File: src/rtl/periphWinPkg.sv
package periphWinPkg;

  typedef enum logic [1:0] {
    SEL_NONE  = 2'd0,
    SEL_A     = 2'd1,
    SEL_B     = 2'd2,
    SEL_RELOC = 2'd3
  } rdSelT;

  typedef struct packed {
    logic  wrA;
    logic  wrB;
    logic  wrReloc;
    logic  rdEn;
    logic  rdByte;
    logic  rdHigh;
    rdSelT rdSel;
  } winStrobeT;

endpackage

File: src/rtl/periphWinCtrl.sv
module periphWinCtrl
  import periphWinPkg::*;
#(
  parameter int ADDR_W = 16,
  parameter int OFFS_W = 8,
  parameter logic [OFFS_W-1:0] OFF_A     = 'h00,
  parameter logic [OFFS_W-1:0] OFF_B     = 'h02,
  parameter logic [OFFS_W-1:0] OFF_RELOC = 'hFE,
  localparam int PAGE_W = ADDR_W - OFFS_W
) (
  input  logic              clk,
  input  logic              rstN,
  input  logic [ADDR_W-1:0] busAddr,
  input  logic              busRd,
  input  logic              busWr,
  input  logic              busByte,
  input  logic [PAGE_W-1:0] pageBase,
  output logic              csOut,
  output logic              readyOut,
  output winStrobeT         strobes
);

  logic              strobeAny;
  logic              pageHit;
  logic [OFFS_W-1:0] offset;
  logic [OFFS_W-1:0] wordOff;

  assign strobeAny = busRd | busWr;
  assign pageHit   = (busAddr[ADDR_W-1:OFFS_W] == pageBase);
  assign offset    = busAddr[OFFS_W-1:0];
  assign wordOff   = {offset[OFFS_W-1:1], 1'b0};
  assign csOut     = strobeAny & pageHit;

  always_comb begin
    strobes       = '0;
    strobes.rdSel = SEL_NONE;
    if (csOut) begin
      if (busWr && !offset[0]) begin
        if (offset == OFF_A)     strobes.wrA     = 1'b1;
        if (offset == OFF_B)     strobes.wrB     = 1'b1;
        if (offset == OFF_RELOC) strobes.wrReloc = 1'b1;
      end
      if (busRd) begin
        strobes.rdEn   = 1'b1;
        strobes.rdByte = busByte;
        strobes.rdHigh = busByte & offset[0];
        if (wordOff == OFF_A)          strobes.rdSel = SEL_A;
        else if (wordOff == OFF_B)     strobes.rdSel = SEL_B;
        else if (wordOff == OFF_RELOC) strobes.rdSel = SEL_RELOC;
        else                           strobes.rdSel = SEL_NONE;
      end
    end
  end

  always_ff @(posedge clk) begin
    if (!rstN) readyOut <= 1'b0;
    else       readyOut <= csOut;
  end

  // every hit is followed by ready
  p_ready_after_hit_r3: assert property (@(posedge clk) disable iff (!rstN)
    (strobeAny && pageHit) |=> readyOut);

  // a strobe outside the page never gets internal ready
  p_no_ready_on_miss_r6: assert property (@(posedge clk) disable iff (!rstN)
    (strobeAny && !pageHit) |=> !readyOut);

  // odd-offset writes raise no register write strobe
  p_odd_write_ignored_r8: assert property (@(posedge clk) disable iff (!rstN)
    (busWr && busAddr[0]) |-> !(strobes.wrA || strobes.wrB || strobes.wrReloc));

  // at most one register written per strobe
  p_single_target_r4: assert property (@(posedge clk) disable iff (!rstN)
    $onehot0({strobes.wrA, strobes.wrB, strobes.wrReloc}));

endmodule

File: src/rtl/periphWinData.sv
module periphWinData
  import periphWinPkg::*;
#(
  parameter int DATA_W = 16,
  parameter int PAGE_W = 8,
  parameter logic [DATA_W-1:0] RESET_RELOC = 'h00FF,
  localparam int HALF = DATA_W / 2
) (
  input  logic              clk,
  input  logic              rstN,
  input  winStrobeT         strobes,
  input  logic [DATA_W-1:0] wrData,
  output logic [DATA_W-1:0] rdData,
  output logic [DATA_W-1:0] regA,
  output logic [DATA_W-1:0] regB,
  output logic [DATA_W-1:0] relocReg,
  output logic [PAGE_W-1:0] pageBase
);

  logic [DATA_W-1:0] selValue;
  logic [DATA_W-1:0] laneValue;

  assign pageBase = relocReg[PAGE_W-1:0];

  always_ff @(posedge clk) begin
    if (!rstN) begin
      regA     <= '0;
      regB     <= '0;
      relocReg <= RESET_RELOC;
    end else begin
      if (strobes.wrA)     regA     <= wrData;
      if (strobes.wrB)     regB     <= wrData;
      if (strobes.wrReloc) relocReg <= wrData;
    end
  end

  always_comb begin
    case (strobes.rdSel)
      SEL_A:     selValue = regA;
      SEL_B:     selValue = regB;
      SEL_RELOC: selValue = relocReg;
      default:   selValue = '0;
    endcase
    if (!strobes.rdByte)    laneValue = selValue;
    else if (strobes.rdHigh) laneValue = {{HALF{1'b0}}, selValue[DATA_W-1:HALF]};
    else                     laneValue = {{HALF{1'b0}}, selValue[HALF-1:0]};
  end

  always_ff @(posedge clk) begin
    if (!rstN)              rdData <= '0;
    else if (strobes.rdEn)  rdData <= laneValue;
    else                    rdData <= '0;
  end

  // registers hold unless their own strobe fires
  p_rega_hold_r7: assert property (@(posedge clk) disable iff (!rstN)
    !strobes.wrA |=> $stable(regA));
  p_regb_hold_r7: assert property (@(posedge clk) disable iff (!rstN)
    !strobes.wrB |=> $stable(regB));

  // the relocation value changes only on its own write
  p_reloc_hold_r5: assert property (@(posedge clk) disable iff (!rstN)
    !strobes.wrReloc |=> $stable(relocReg));

  // read data is zero outside a read
  p_rd_idle_zero_r9: assert property (@(posedge clk) disable iff (!rstN)
    !strobes.rdEn |=> (rdData == '0));

endmodule

File: src/rtl/periphWindowDecoder.sv
module periphWindowDecoder
  import periphWinPkg::*;
#(
  parameter int ADDR_W = 16,
  parameter int DATA_W = 16,
  parameter int OFFS_W = 8,
  parameter logic [DATA_W-1:0] RESET_RELOC = 'h00FF,
  localparam int PAGE_W = ADDR_W - OFFS_W
) (
  input  logic              clk,
  input  logic              rstN,
  input  logic [ADDR_W-1:0] busAddr,
  input  logic [DATA_W-1:0] busWrData,
  input  logic              busRd,
  input  logic              busWr,
  input  logic              busByte,
  output logic              csOut,
  output logic              readyOut,
  output logic [DATA_W-1:0] busRdData,
  output logic [DATA_W-1:0] exRegA,
  output logic [DATA_W-1:0] exRegB,
  output logic [DATA_W-1:0] relocValue
);

  winStrobeT         strobes;
  logic [PAGE_W-1:0] pageBase;

  periphWinCtrl #(
    .ADDR_W(ADDR_W),
    .OFFS_W(OFFS_W)
  ) uCtrl (
    .clk      (clk),
    .rstN     (rstN),
    .busAddr  (busAddr),
    .busRd    (busRd),
    .busWr    (busWr),
    .busByte  (busByte),
    .pageBase (pageBase),
    .csOut    (csOut),
    .readyOut (readyOut),
    .strobes  (strobes)
  );

  periphWinData #(
    .DATA_W     (DATA_W),
    .PAGE_W     (PAGE_W),
    .RESET_RELOC(RESET_RELOC)
  ) uData (
    .clk      (clk),
    .rstN     (rstN),
    .strobes  (strobes),
    .wrData   (busWrData),
    .rdData   (busRdData),
    .regA     (exRegA),
    .regB     (exRegB),
    .relocReg (relocValue),
    .pageBase (pageBase)
  );

endmodule

File: config.mk
export PLATFORM = sky130hd
export DESIGN_NAME = periphWindowDecoder
export DESIGN_NICKNAME = d
export VERILOG_FILES = /design/src/rtl/periphWinPkg.sv /design/src/rtl/periphWinCtrl.sv /design/src/rtl/periphWinData.sv /design/src/rtl/periphWindowDecoder.sv
export SDC_FILE = /design/constraint.sdc
export NUM_CORES = 1
export LEC_CHECK = 0
export BUFFER_PORTS_ARGS = -buffer_cell sky130_fd_sc_hd__buf_2
export CAP_MARGIN = 40
export CORE_UTILIZATION = 55
export CTS_BUF_LIST = sky130_fd_sc_hd__clkbuf_2 sky130_fd_sc_hd__clkbuf_4 sky130_fd_sc_hd__clkbuf_8
export CTS_CLUSTER_DIAMETER = 100
export DETAILED_ROUTE_END_ITERATION = 7
export PLACE_DENSITY = 0.9
export SLEW_MARGIN = 20
export SYNTH_ARGS = -nofsm -noshare
export SYNTH_HDL_FRONTEND = slang
export SYNTH_SLANG_ARGS = --single-unit
export TNS_END_PERCENT = 100
File: constraint.sdc
create_clock -name clk -period 5.22 [get_ports clk]
set_clock_uncertainty 0.05 [all_clocks]
set_input_delay 0.522 -clock clk [delete_from_list [all_inputs] [get_ports clk]]
set_output_delay 0.522 -clock clk [all_outputs]
set_load 0.01 [all_outputs]
==> results.toml, run 1 <==
[clock_tree]
cts_root_buf = "clkbuf_8"
cts_resized = 0
clk_pin_slew_ps = 70
cts_buffer_depth = 2
clock-sinks = 65
h-tree-depth = 3
clkLatencyLatePin_ps = 350
numCtsBuffers = 9
cts_tree = "done"
post-cts-setup-buffer-count = 0
cts_hold_buffers = 0

[worst_setup_path]
crit_buf_inv = 3
path_max_fanout = 19
crit_type = "in2reg"
reg2reg_setup_slack_ps = 2850
cp_data_arrival_time_ps = 2740
end_kind = "flip-flop"
cpPeakStageDelay_ps = 550
path_cells = "buf_2 -> nand3_1 -> nor2_1 -> buf_4 -> and4_1 -> buf_8 -> mux2i_1"
slowest_stage = "and4_1"
cpLargestDelayFamily = "simple AND/OR/NAND/NOR gates"
worstPathRequired_ps = 5440
worst_setup_path_start_kind = "primary input"

[global_route]
busiest_layer = "met2"
grt_overflow = 0
grt_use_met1_pct = 35.8
grt_first_pass_wirelength_mm = 11.4
use_met2_pct = 45.3
antenna_found_initial = 0
grtUsageMet3_pct = 5.28
grt_max_degree = 47
grt_pass1_vias = 2324
grt_usage_pct = 28.4

[final_layout]
nFillCells = 354
fin_util_pct = 73.9
drive_gt1_share_pct = 37.7
final_net_count = 418
fin_area_mm2 = 0.00360
diodes = 0
area_growth_syn_to_layout_pct = 25.9

[placement]
port_buffers = 102
place_congestion = 0.797
placed_area_mm2 = 0.00341
dp_hpwl_mm = 5.30

[synthesis]
synth-edff-count = 0
yosys_warnings = 0
async_flop_share_pct = 0
synth_area_leader_cell = "dfxtp_1"
yosys_most_used_dff = "dfxtp_1"
synth-seq-cells = 65
syn_avg_cell_area_um2 = 10.1
syn-instance-count = 284
synth.top_cell.area_share_pct = 45.5
ys_seq_area_share_pct = 45.5
syn_nets = 321
netlist_top_cells_area = "dfxtp_1 (45%), mux2i_1 (17%), nand2_1 (7.5%), mux2_2 (6.3%), nor2b_1 (3.3%)"
synthTopCellsByCount = "dfxtp_1 (65), nand2_1 (57), mux2i_1 (48)"
syn_area_mm2 = 0.00286
ys_types = 29
synth.most_common_cell = "dfxtp_1"

[timing]
tightest_slew_ps = 777
fin_crit_ps = 2520
fin_crit_sh_pct = 48.3
fmax_ghz = 0.397
rsz0062_at_grt = "false"
finalSetupTns_ps = 0
drv_slew = 0
setup_viol = 0
slew-limit-headroom_pct = 47.8
finalHoldViolCount = 0

[power_and_ir_drop]
power_w = 0.000975
pwr_density_cell_mw_per_mm2 = 270
p_leak_nw = 1.53
peakVddDrop_uv = 180

[status]
status = "finished, final reports clean"

[drt]
drcViolationCount = 0
via_per_inst = 5.57
drt_first_pass_iters = 5
wire_per_inst_um = 16.2
num_vias = 2517
ant_nets = 0
wl_mm = 7.32
first_iter_violations = 228

[run]
maxCapViolations = 0

[floorplan]
initial_core_util_pct = 58.7
die_area_mm2 = 0.00550
core-area_mm2 = 0.00488
num_rows = 25
die_h_um = 74.1
die_width_um = 74.1
io_pins = 103

[hold_path]
hold_class = "in2reg"
[final timing paths]
check / start / to / cells past startpoint
hold / removal: busWr / uCtrl.readyOut / 2
hold reg to reg: uData.regB[4] / uData.regB[4] / 2
setup reg to reg: uData.relocReg[5] / uData.regB[15] / 5
setup / recovery: busAddr[1] / uData.relocReg[9] / 7
[area by class of cell]
| cell class | count | area [µm²] | area share (%) |
|---|---|---|---|
| clock buffers | 11 | 139 | 3.85 |
| flip-flops and latches | 65 | 1300 | 36.1 |
| well taps | 67 | 83.8 | 2.33 |
| clock inverters | 4 | 55.1 | 1.53 |
| repair buffers | 107 | 568 | 15.8 |
| multi-input cells | 198 | 1460 | 40.4 |
[routing by layer]
| layer | routed length [µm] | share of wire, % |
|---|---|---|
| met4 | 191 | 2.6 |
| met3 | 540 | 7.4 |
| met2 | 3530 | 48 |
| met5 | 0 | 0 |
| met1 | 3050 | 42 |
[flip-flops by register name, indices dropped and copies added, names as in the netlist]
| signal | flops |
|---|---|
| uData.rdData | 16 |
| uCtrl.readyOut | 1 |
| uData.regA | 16 |
| uData.relocReg | 16 |
| uData.regB | 16 |
[worst register-to-register path, stage by stage, from the launching register on]
cell and delay [ps]:
dfxtp_1 370, xnor2_1 320, nand4_2 230, nor4_4 750, buf_4 340, mux2i_1 240
[stage by stage]
| step | hold slack, ps | instances | worst slack (ps) |
|---|---|---|---|
| finish | 384 | 452 | 2700 |
| global route | 392 | 452 | 2590 |
| CTS | 378 | 452 | 2740 |
| detailed placement | 406 | 437 | 2420 |
| global placement | 405 | 434 | 2160 |
| floorplan | 438 | 284 | 3210 |
[power breakdown]
part	total, W	switching (W)	internal, W	leakage, nW
clock	0.000424	0.000194	0.000230	0.0964
combinational	0.0000551	0.0000327	0.0000224	0.908
sequential	0.000496	0.00000000922	0.000496	0.524
[logic make-up (layout without fill, tap and decap cells)]
group	Yosys count	count (layout)	synth area share, %
and+or+nand+nor	100	100	18.1
DFF	65	65	45.5
muxes	64	64	23.1
AOI/OAI and AO/OA	26	26	7.26
buffers and inverters	21	122	3.63
xor gates and xnor gates	8	8	2.45
[cells in the final DEF (no fill, tap or decap), types with 8 or more instances in the layout]
cell type	Yosys	layout
nor2b_1	15	15
a22oi_1	8	8
nor3_1	8	8
a211oi_1	8	8
buf_2	2	102
mux2i_1	48	48
mux2_2	16	16
clkbuf_8	0	9
dfxtp_1	65	65
a221oi_1	8	8
nand2_1	57	57
xnor2_1	8	8
(Power assumes the default switching activity.)
==> run 2, diff against run 1 <==
--- a/config.mk
+++ b/config.mk
@@ -7,11 +7,11 @@
 export LEC_CHECK = 0
 export BUFFER_PORTS_ARGS = -buffer_cell sky130_fd_sc_hd__buf_2
 export CAP_MARGIN = 40
-export CORE_UTILIZATION = 55
+export CORE_UTILIZATION = 46
 export CTS_BUF_LIST = sky130_fd_sc_hd__clkbuf_2 sky130_fd_sc_hd__clkbuf_4 sky130_fd_sc_hd__clkbuf_8
 export CTS_CLUSTER_DIAMETER = 100
 export DETAILED_ROUTE_END_ITERATION = 7
-export PLACE_DENSITY = 0.9
+export PLACE_DENSITY = 0.81
 export SLEW_MARGIN = 20
 export SYNTH_ARGS = -nofsm -noshare
 export SYNTH_HDL_FRONTEND = slang
==> constraint.sdc (replaced) <==
create_clock -name clk -period 2.25 [get_ports clk]
set_clock_uncertainty 0.05 [all_clocks]
set_input_delay 0.225 -clock clk [delete_from_list [all_inputs] [get_ports clk]]
set_output_delay 0.225 -clock clk [all_outputs]
set_load 0.01 [all_outputs]
==> run 2 against run 1 <==
  * First-iteration DRC count shrank 21%
  * Die area grew 19%
  * Count of clock-buffer cells in the layout shrank 1
  * Worst setup slack lost 2400 ps
  * Total power grew to 2.6 times the previous value
  * Final area grew 2.7%
  * Sequential cell count is the same
  * Critical path type is now reg2out
  * Critical endpoint is now csOut
  * Sequential power grew 130%
  * Sequential share of layout area shrank 0.95 points
==> results.toml, run 2 (synthesis results as in run 1) <==
[worst_setup_path]
worst_setup_path_start_kind = "flip-flop"
slowest_stage = "dfxtp_1"
crit_type = "reg2out"
cpPeakStageDelay_ps = 340
end_kind = "output port"
path_max_fanout = 4
path_cells = "xnor2_1 -> nand4_2 -> nor2_1 -> o21a_1 -> buf_2"
cp_data_arrival_time_ps = 1640
worstPathRequired_ps = 1980

[hold_path]
hold_class = "in2reg"

[final_layout]
area_growth_syn_to_layout_pct = 29.3
final_cell_mix = "buf_2 (102), dfxtp_1 (65), nand2_1 (57), mux2i_1 (48), mux2_2 (16)"
final_common_cell = "buf_2"
final_net_count = 424
drive_gt1_share_pct = 38.8
diodes = 0

[timing]
setup_viol = 0
fin_crit_ps = 1920
finalHoldViolCount = 0
finalWorstSetupSlack_ps = 333
slew-limit-headroom_pct = 61.2
fin_crit_sh_pct = 85.2
fmax_ghz = 0.522
rsz0062_at_grt = "false"
tightest_slew_ps = 582
drv_slew = 0
finalSetupTns_ps = 0

[power_and_ir_drop]
peakVddDrop_uv = 343
pwr_density_cell_mw_per_mm2 = 678
power_w = 0.00251
p_leak_nw = 1.58

[floorplan]
num_rows = 28
die_h_um = 80.9
initial_core_util_pct = 48.1
die_area_mm2 = 0.00654
io_pins = 103
die_width_um = 80.9
core-area_mm2 = 0.00596

[status]
status = "finished, final reports clean"

[clock_tree]
h-tree-depth = 3
cts_hold_buffers = 0
cts_buffer_depth = 2
clock-sinks = 65
clkLatencyLatePin_ps = 350
clk_pin_slew_ps = 70
cts_root_buf = "clkbuf_8"
cts_resized = 0
cts_tree = "done"
post-cts-setup-buffer-count = 0
numCtsBuffers = 9

[drt]
num_vias = 2470
drcViolationCount = 0
ant_nets = 0
wl_mm = 7.54
first_iter_violations = 180
drt_first_pass_iters = 4
wire_per_inst_um = 16.1
via_per_inst = 5.29

[global_route]
grt_pass1_vias = 2246
grt_usage_pct = 23.1
grt_max_degree = 40
antenna_found_initial = 0
grt_first_pass_wirelength_mm = 11.1
grt_overflow = 0

[placement]
dp_slack_ps = 405
dp_hpwl_mm = 5.36
port_buffers = 102
place_congestion = 0.830

[run]
maxCapViolations = 0
[run 2: changes by cell type in the layout (fill, tap and decap cells not counted)]
cell and change:
inv_6 +2, clkinvlp_4 -1, buf_4 +7, bufinv_16 +2, clkinv_2 +1, clkinv_4 -2
buf_8 -1, clkbuf_4 -1
[run 2: layout make-up]
cell class,instances,area [µm²]
Tap cell,75,93.8
Clock buffer,10,131
Clock inverter,6,113
Fill cell,491,2250
Sequential cell,65,1300
Timing Repair Buffer,113,606
Multi-Input combinational cell,198,1460
[run 2: per-stage QoR]
stage	hold WS [ps]	cells	utilization [%]	cell area (µm²)
2_1_floorplan	313	284	-	2860
3_3_place_gp	405	451	58.1	3460
3_5_place_dp	410	451	58.1	3460
4_1_cts	70.8	467	62.2	3700
5_1_grt	82.8	467	62.2	3700
6_report	80.8	467	62.2	3700
[run 2: worst paths after layout]
kind	to	cells after the start	slack [ps]	from
min	uCtrl.readyOut	2	80	busWr
min reg2reg	uData.regA[11]	2	420	uData.regA[11]
max	csOut	5	330	uData.relocReg[5]
max reg2reg	uData.regB[12]	5	410	uData.relocReg[5]
[run 2: worst max-delay path: cells and delay by family (launching register included)]
family / cells / cell delay (ps)
xor+xnor: 1 / 260
flops: 1 / 340
simple gates: 2 / 420
buf+inv: 1 / 120
compound gates: 1 / 140
[run 2: power breakdown]
group,switching [W],internal [W]
Sequential,0.0000000214,0.00115
Combinational,0.0000761,0.0000534
Clock,0.000477,0.000754
Total,0.000553,0.00196
[run 2: per-layer routing]
layer	vias up	part of all wire (%)	routed length [µm]	track usage [%]
met4	0	2.1	160	12.0
met1	1154	45	3360	30.3
met3	15	6.1	462	4.27
li1	1203	-	-	-
met2	98	47	3560	36.1
met5	-	0	0	0
